## src/rtl/bsr_pkg.sv

```systemverilog
package bsr_pkg;

    typedef enum logic [2:0] {
        BM_NORMAL = 3'd0,
        BM_SAMPLE = 3'd1,
        BM_TOGGLE = 3'd2,
        BM_SIG    = 3'd3,
        BM_PRPG   = 3'd4,
        BM_COUNT  = 3'd5,
        BM_SIGCNT = 3'd6
    } bsr_mode_e;

    typedef struct packed {
        logic samp_step;
        logic sig_step;
        logic tog_step;
        logic prpg_step;
        logic cnt_step;
        logic force_pins;
    } step_ops_t;

    function automatic logic mode_forces(input logic [2:0] m);
        return (m >= 3'd2) && (m <= 3'd6);
    endfunction

endpackage

```

## src/rtl/bsr_ctrl.sv

```systemverilog
module bsr_ctrl
    import bsr_pkg::*;
(
    input  logic [2:0] mode,
    input  logic       shift_en,
    input  logic       capture_en,
    input  logic       run_en,
    output step_ops_t  ops
);
    logic      step;
    bsr_mode_e m;

    assign step = run_en & ~shift_en & ~capture_en;
    assign m    = bsr_mode_e'(mode);

    always_comb begin
        ops            = '0;
        ops.force_pins = mode_forces(mode);
        case (m)
            BM_TOGGLE: begin
                ops.samp_step = step;
                ops.tog_step  = step;
            end
            BM_SIG:    ops.sig_step  = step;
            BM_PRPG:   ops.prpg_step = step;
            BM_COUNT:  ops.cnt_step  = step;
            BM_SIGCNT: begin
                ops.sig_step = step;
                ops.cnt_step = step;
            end
            default: ;
        endcase
    end
endmodule

```

## src/rtl/bsr_in_bank.sv

```systemverilog
module bsr_in_bank #(
    parameter int               PINS = 8,
    parameter logic [PINS-1:0]  TAPS = 8'hB8
) (
    input  logic            clk,
    input  logic            rst,
    input  logic            shift_en,
    input  logic            capture_en,
    input  logic            shift_in,
    input  logic            sig_step,
    input  logic            samp_step,
    input  logic [PINS-1:0] sys_in,
    input  logic [PINS-1:0] sig_mask,
    output logic [PINS-1:0] cells
);
    logic [PINS-1:0] sig_next;
    logic [PINS-1:0] gated_in;
    logic            fb;

    assign fb = ^(cells & TAPS);

    genvar g;
    generate
        for (g = 0; g < PINS; g++) begin : g_sig
            assign gated_in[g] = sys_in[g] & ~sig_mask[g];
            if (g == 0) begin : g_lsb
                assign sig_next[g] = fb ^ gated_in[g];
            end else begin : g_up
                assign sig_next[g] = cells[g-1] ^ gated_in[g];
            end
        end
    endgenerate

    always_ff @(posedge clk) begin
        if (rst)
            cells <= '0;
        else if (shift_en)
            cells <= {shift_in, cells[PINS-1:1]};
        else if (capture_en)
            cells <= sys_in;
        else if (sig_step)
            cells <= sig_next;
        else if (samp_step)
            cells <= sys_in;
    end
endmodule

```

## src/rtl/bsr_out_bank.sv

```systemverilog
module bsr_out_bank #(
    parameter int               PINS = 8,
    parameter logic [PINS-1:0]  TAPS = 8'hB8
) (
    input  logic            clk,
    input  logic            rst,
    input  logic            shift_en,
    input  logic            capture_en,
    input  logic            update_en,
    input  logic            tdi,
    input  logic            tog_step,
    input  logic            prpg_step,
    input  logic            cnt_step,
    input  logic [PINS-1:0] sys_out,
    output logic [PINS-1:0] cells,
    output logic [PINS-1:0] upd
);
    localparam logic [PINS-1:0] ONE = {{(PINS-1){1'b0}}, 1'b1};

    logic [PINS-1:0] nxt;
    logic            any_step;

    assign any_step = tog_step | prpg_step | cnt_step;

    always_comb begin
        nxt = cells;
        if (tog_step)
            nxt = ~cells;
        else if (prpg_step)
            nxt = {cells[PINS-2:0], ^(cells & TAPS)};
        else if (cnt_step)
            nxt = cells + ONE;
    end

    always_ff @(posedge clk) begin
        if (rst)
            cells <= '0;
        else if (shift_en)
            cells <= {tdi, cells[PINS-1:1]};
        else if (capture_en)
            cells <= sys_out;
        else if (any_step)
            cells <= nxt;
    end

    always_ff @(posedge clk) begin
        if (rst)
            upd <= '0;
        else if (any_step)
            upd <= nxt;
        else if (update_en)
            upd <= cells;
    end
endmodule

```

## src/rtl/boundary_sigpat_reg.sv

```systemverilog
module boundary_sigpat_reg
    import bsr_pkg::*;
#(
    parameter int               PINS = 8,
    parameter logic [PINS-1:0]  TAPS = 8'hB8
) (
    input  logic            clk,
    input  logic            rst,
    input  logic [2:0]      mode,
    input  logic            shift_en,
    input  logic            capture_en,
    input  logic            update_en,
    input  logic            run_en,
    input  logic            tdi,
    input  logic [PINS-1:0] sys_in,
    input  logic [PINS-1:0] sys_out,
    input  logic [PINS-1:0] sig_mask,
    output logic [PINS-1:0] pin_out,
    output logic            tdo
);
    step_ops_t       ops;
    logic [PINS-1:0] in_q;
    logic [PINS-1:0] out_q;
    logic [PINS-1:0] upd_q;

    bsr_ctrl u_ctrl (
        .mode       (mode),
        .shift_en   (shift_en),
        .capture_en (capture_en),
        .run_en     (run_en),
        .ops        (ops)
    );

    bsr_in_bank #(.PINS(PINS), .TAPS(TAPS)) u_in (
        .clk        (clk),
        .rst        (rst),
        .shift_en   (shift_en),
        .capture_en (capture_en),
        .shift_in   (out_q[0]),
        .sig_step   (ops.sig_step),
        .samp_step  (ops.samp_step),
        .sys_in     (sys_in),
        .sig_mask   (sig_mask),
        .cells      (in_q)
    );

    bsr_out_bank #(.PINS(PINS), .TAPS(TAPS)) u_out (
        .clk        (clk),
        .rst        (rst),
        .shift_en   (shift_en),
        .capture_en (capture_en),
        .update_en  (update_en),
        .tdi        (tdi),
        .tog_step   (ops.tog_step),
        .prpg_step  (ops.prpg_step),
        .cnt_step   (ops.cnt_step),
        .sys_out    (sys_out),
        .cells      (out_q),
        .upd        (upd_q)
    );

    assign pin_out = ops.force_pins ? upd_q : sys_out;
    assign tdo     = in_q[0];
endmodule

```

## config.mk

```make
export PLATFORM = sky130hd
export DESIGN_NAME = boundary_sigpat_reg
export DESIGN_NICKNAME = d
export VERILOG_FILES = /design/src/rtl/bsr_pkg.sv /design/src/rtl/bsr_ctrl.sv /design/src/rtl/bsr_in_bank.sv /design/src/rtl/bsr_out_bank.sv /design/src/rtl/boundary_sigpat_reg.sv
export SDC_FILE = /design/constraint.sdc
export NUM_CORES = 1
export LEC_CHECK = 0
export BUFFER_PORTS_ARGS = -buffer_cell sky130_fd_sc_hd__buf_2
export CORE_ASPECT_RATIO = 1.5
export CORE_MARGIN = 1.5
export CORE_UTILIZATION = 45
export DETAILED_ROUTE_END_ITERATION = 16
export MAX_ROUTING_LAYER = met4
export PLACE_DENSITY = 0.78
export REMOVE_ABC_BUFFERS = 1
export SYNTH_ARGS = -nofsm -noshare
export SYNTH_HDL_FRONTEND = slang
export SYNTH_SLANG_ARGS = --single-unit
```

## constraint.sdc

```tcl
create_clock -name clk -period 3.2 [get_ports clk]
set_input_delay 0.64 -clock clk [delete_from_list [all_inputs] [get_ports clk]]
set_output_delay 0.64 -clock clk [all_outputs]
set_load 0.005 [all_outputs]
```

# --- Word level (Yosys, flattened, before mapping) ---
# Index checks and enable logic that the tools add are counted.
word_totals:
  register_bits: 24
  output_inout_bits: 9
  word_cells: 67
  input_bits: 34
classes:
  bitwise: 31
  eq_ne: 5
  mux: 17
  order_cmp: 2
  addsub: 1
  n_reduce_logical: 8
ops:
  columns: ["cell", "count"]
  rows:
  - ["8-bit two-way mux", 13]
  - ["8-bit XOR reduction", 2]
  - ["1-bit bitwise AND", 10]
  - ["1-bit inverter", 10]
  - ["3-bit == test (second input constant)", 3]
  - ["8-bit by 1-bit adder with 8-bit output (second input constant)", 1]
  - ["8-bit inverter", 1]
  - ["1-bit XOR", 8]
  - ["3-bit by 2-bit == test with 1-bit output (second input constant)", 2]
  - ["1-bit two-way mux", 4]
  - ["4-bit nonzero test", 1]
  - ["2-bit OR reduction", 2]
  - ["3-bit by 2-bit >= comparator with 1-bit output (second input constant)", 1]
  - ["3-bit less-or-equal comparator (second input constant)", 1]
  - ["3-bit nonzero test", 1]
  - ["1-bit bitwise OR", 2]
  - ["2-bit nonzero test", 1]
  - ["1-bit logical AND", 1]

# --- Logic depth before layout (Yosys ltp) ---
depth:
  depth_word: 10
  depth_mapped: 7
  ltp_nobuf: 6

# --- By module ---
# Synthesis repeated with hierarchy kept, for this count alone.
unflattened:
  cells_unflattened: 244
  area_unflattened_um2: 1949.4
by_module_without_submodules:
  columns: ["module", "cells_each", "n_inst", "area_each_um2"]
  rows:
  - ["bsr_out_bank", 137, 1, 1119.8]
  - ["bsr_in_bank", 87, 1, 614.3]
  - ["boundary_sigpat_reg", 9, 1, 131.4]
  - ["bsr_ctrl", 11, 1, 83.8]

# --- Worst setup path before layout ---
# No wires, ideal clock.
synth_timing:
  kind: "input-to-output"
  start: "in mode[1]"
  end: "out pin_out[0]"
  arrival_time_ns: 1.846
  n_path_buf: 2
  path_slack_ns: 0.714
  cell_stages: 5
  cell_sequence: "buf_1 -> and2_1 -> a21o_1 -> clkbuf_1 -> mux2_2"
synth_via:
  elab_chain_len: 3
  elab_cells_between_ends: 4
  cone_classes: "order compare: 2; mux: 1; reduce/logical: 1"
synth_lines:
  columns: ["item", "line_no", "text"]
  rows:
  - ["from (decl)", "boundary_sigpat_reg.sv:9", "input logic [2:0] mode,"]
  - ["3-bit by 2-bit >= comparator with 1-bit output / 3-bit less-or-equal comparator (equally long branches)", "bsr_pkg.sv:23", "return (m >= 3'd2) && (m <= 3'd6);"]
  - ["1-bit logical AND *", "bsr_pkg.sv:23", null]
  - ["8-bit two-way mux *", "boundary_sigpat_reg.sv:62", "assign pin_out = ops.force_pins ? upd_q : sys_out;"]
  - ["to (decl)", "boundary_sigpat_reg.sv:18", "output logic [PINS-1:0] pin_out,"]
# Every way passes the cells marked *; elsewhere a longest branch is shown, timed or not.

# --- Final worst setup path ---
layout_timing:
  start: "in mode[1]"
  end: "out pin_out[1]"
# The elaborated chain is that of the path after synthesis.

==> results_dict.tcl <==
set metrics [dict create \
    status "finished clean" \
    ys_seq_area_frac 0.2518 \
    synth_mux_area_frac 0.09639 \
    hpwl_um 3744 \
    yosys.area_share.simple 0.1954 \
    synthAdderAreaFrac 0.01311 \
    fin_skew_ns 0.002510 \
    synth_area_per_cell_um2 8.085 \
    rsz0062_at_grt "false" \
    ctsResizeCount 0 \
    fmax_ghz 0.3845 \
    drt_pass1_iterations 4 \
    clk_pin_slew_ns 0.09 \
    die_w_um 56.17 \
    drtIter0Drc 112 \
    synthCells 236 \
    grt_pass1_vias 1947 \
    power_uw 811.6 \
    cts_tree "done" \
    yosys.area_share.xor_xnor 0.03672 \
    port_buffers 42 \
    area.growth.synth_to_final_pct 14.16 \
    routed_wl_um 5079 \
    vias_per_cell 6.492 \
    die_h_um 82.75 \
    drive_gt1_frac 0.2273 \
    grt_pass1_wl_um 8514 \
    grt_overflow_total 0 \
    remaining_drc_errors 0 \
    pre_cts_ws_ns 0.5987 \
    ys_ff_latch 24 \
    crit_path_start_kind "primary input" \
    finalCritPeriodShare 0.8128 \
    initial_core_util 0.4778 \
    numCtsBuffers 3 \
    stdcell_area_um2 2178 \
    setup_tns_ns 0 \
    htree_levels 1 \
    setup_slack_ns 0.5991 \
    coreArea_um2 3994 \
    cts.path.max_buffers 2 \
    rows 28 \
    diodes 0 \
    powerDensity_nw_per_um2 372.6 \
    slew_violations 0 \
    synth_edf_count 0 \
    synth_top_family_by_area "compound AO/OA/AOI/OAI gates" \
    die-area_um2 4648 \
    syn_area_um2 1908 \
    slew_headroom 0.5692 \
    wl_per_cell_um 16.44 \
    synth_ff_type "dfxtp_1" \
    fin_nets 301 \
    ys_types 54 \
    crit_type "primary input to primary output" \
    async_flop_share 0 \
    fin_hold_ws_ns 0.5501 \
    insertion_delay_ns 0.27 \
    timing.final.crit_period_ns 2.601 \
    synth-compound-area-share 0.3475 \
    cts.sinks 24 \
    grtUsageTotal 0.2331 \
    detail-route-antenna-nets 0 \
    p_leak_uw 0.0008740 \
    crit_arrival_ns 1.96 \
    cts_root_buf "clkbuf_8" \
    grt_max_degree 24 \
    hold_path.class "flip-flop to flip-flop" \
    ys_warn_count 0 \
    cap_violations 0 \
    place_congestion 0.9345 \
    cp_max_fo 12 \
    peakVddDrop_uv 279.0 \
    required_ns 2.56 \
    vias 2006 \
    io_pins 43 \
    antenna_found_initial 0 \
    post_cts_buffers 0 \
    hold_viol_final 0 \
    dpl_cell_area_um2 2107 \
    worstMarginPinSlew_ns 0.6463 \
    hold_buffers 0 \
    end_kind "primary output" \
    setup_viol 0 \
]
report_power, final:
group          internal, µW  switching [µW]
clock network           167             101
registers               320            29.8
logic                  91.9             102
kinds of logic (layout without fill, tap and decap cells):
kind of cell             after synthesis  after routing
adder cells (fa/ha/maj)                2              2
buffers and inverters                 29             57
flip-flops                            24             24
multiplexers                          17             17
XOR/XNOR                               8              8
AND/OR/NAND/NOR                       63             63
AO/OA/AOI/OAI                         93             93
per-stage QoR:
step,utilization,cells
after floorplan,-,217
after global placement,0.5276,305
after detailed placement,0.5276,305
after CTS,0.5454,309
after global routing,0.5454,309
final,0.5454,309
synth_stat cells (2+ instances only):
| library cell | number | area, µm² |
|---|---|---|
| a211oi_1 | 8 | 60.06 |
| a21boi_0 | 7 | 52.55 |
| a21o_1 | 2 | 15.01 |
| a21oi_1 | 20 | 100.1 |
| a221o_1 | 3 | 30.03 |
| a221oi_1 | 5 | 43.79 |
| a31oi_1 | 4 | 25.02 |
| and2_1 | 4 | 25.02 |
| and3_1 | 4 | 25.02 |
| buf_1 | 4 | 15.01 |
| buf_2 | 3 | 15.01 |
| clkbuf_1 | 12 | 45.04 |
| dfxtp_1 | 24 | 480.5 |
| ha_1 | 2 | 25.02 |
| inv_1 | 9 | 33.78 |
| mux2_2 | 11 | 123.9 |
| mux2i_1 | 6 | 60.06 |
| nand2_1 | 9 | 33.78 |
| nand4_1 | 3 | 18.77 |
| nand4b_1 | 7 | 61.31 |
| nor2_1 | 15 | 56.30 |
| nor2b_1 | 4 | 25.02 |
| nor3_1 | 3 | 15.01 |
| nor3b_1 | 2 | 15.01 |
| o2111a_1 | 2 | 22.52 |
| o21ai_0 | 11 | 55.05 |
| o221ai_1 | 14 | 122.6 |
| o22ai_1 | 2 | 12.51 |
| o31ai_1 | 3 | 22.52 |
| o32ai_1 | 2 | 17.52 |
| or3_1 | 2 | 12.51 |
| xnor2_1 | 5 | 43.79 |
| xor2_1 | 3 | 26.28 |
registers in the layout, summed over array words and instances, names as in the netlist:
register and count:
u_in.cells 8, u_out.upd 8, u_out.cells 8
layer usage:
layer | vias to the layer above | track usage | part of all wire
met5 | - | - | 0
met4 | 0 | 0.1238 | 0.025
met3 | 12 | 0.02181 | 0.056
met2 | 72 | 0.4353 | 0.51
met1 | 938 | 0.2422 | 0.41
li1 | 984 | - | -
layout by cell type (no fill, tap or decap), types with 3 or more instances in the layout:
cell,Yosys,routed
xor2_1,3,3
a31oi_1,4,4
a221oi_1,5,5
nand2_1,9,9
a21oi_1,20,20
inv_1,9,9
clkbuf_8,0,3
nand4b_1,7,7
nor2b_1,4,4
mux2i_1,6,6
nor2_1,15,15
buf_2,3,42
xnor2_1,5,5
nand4_1,3,3
and2_1,4,4
a21boi_0,7,7
dfxtp_1,24,24
a211oi_1,8,8
and3_1,4,4
a221o_1,3,3
o21ai_0,11,11
o31ai_1,3,3
nor3_1,3,3
mux2_2,11,11
o221ai_1,14,14
critical path, cell delays in order:
cell and delay (ns):
buf_2 0.20, and2_1 0.21, a21o_1 0.39, mux2_2 0.39
buf_2 0.13
path summary, 6_finish.rpt:
check,end,slack (ns),depth (start not counted),from
worst max-delay path,pin_out[1],0.60,5,mode[1]
worst min-delay path,u_out.upd[1]$_SDFFE_PP0P_,0.55,2,u_out.upd[1]$_SDFFE_PP0P_
worst max register to register,u_out.upd[4]$_SDFFE_PP0P_,1.37,5,u_out.cells[1]$_SDFFE_PP0P_
worst min register to register,u_out.upd[1]$_SDFFE_PP0P_,0.55,2,u_out.upd[1]$_SDFFE_PP0P_
cell type report:
type,instances,area (µm²)
Clock buffer,3,41.29
Tap cell,45,56.30
Fill cell,416,1815
Clock inverter,1,30.03
Timing Repair Buffer,43,217.7
Multi-Input combinational cell,183,1315
Inverter,10,37.54
Sequential cell,24,480.5
Note: power is estimated with default switching activity, not from simulation.
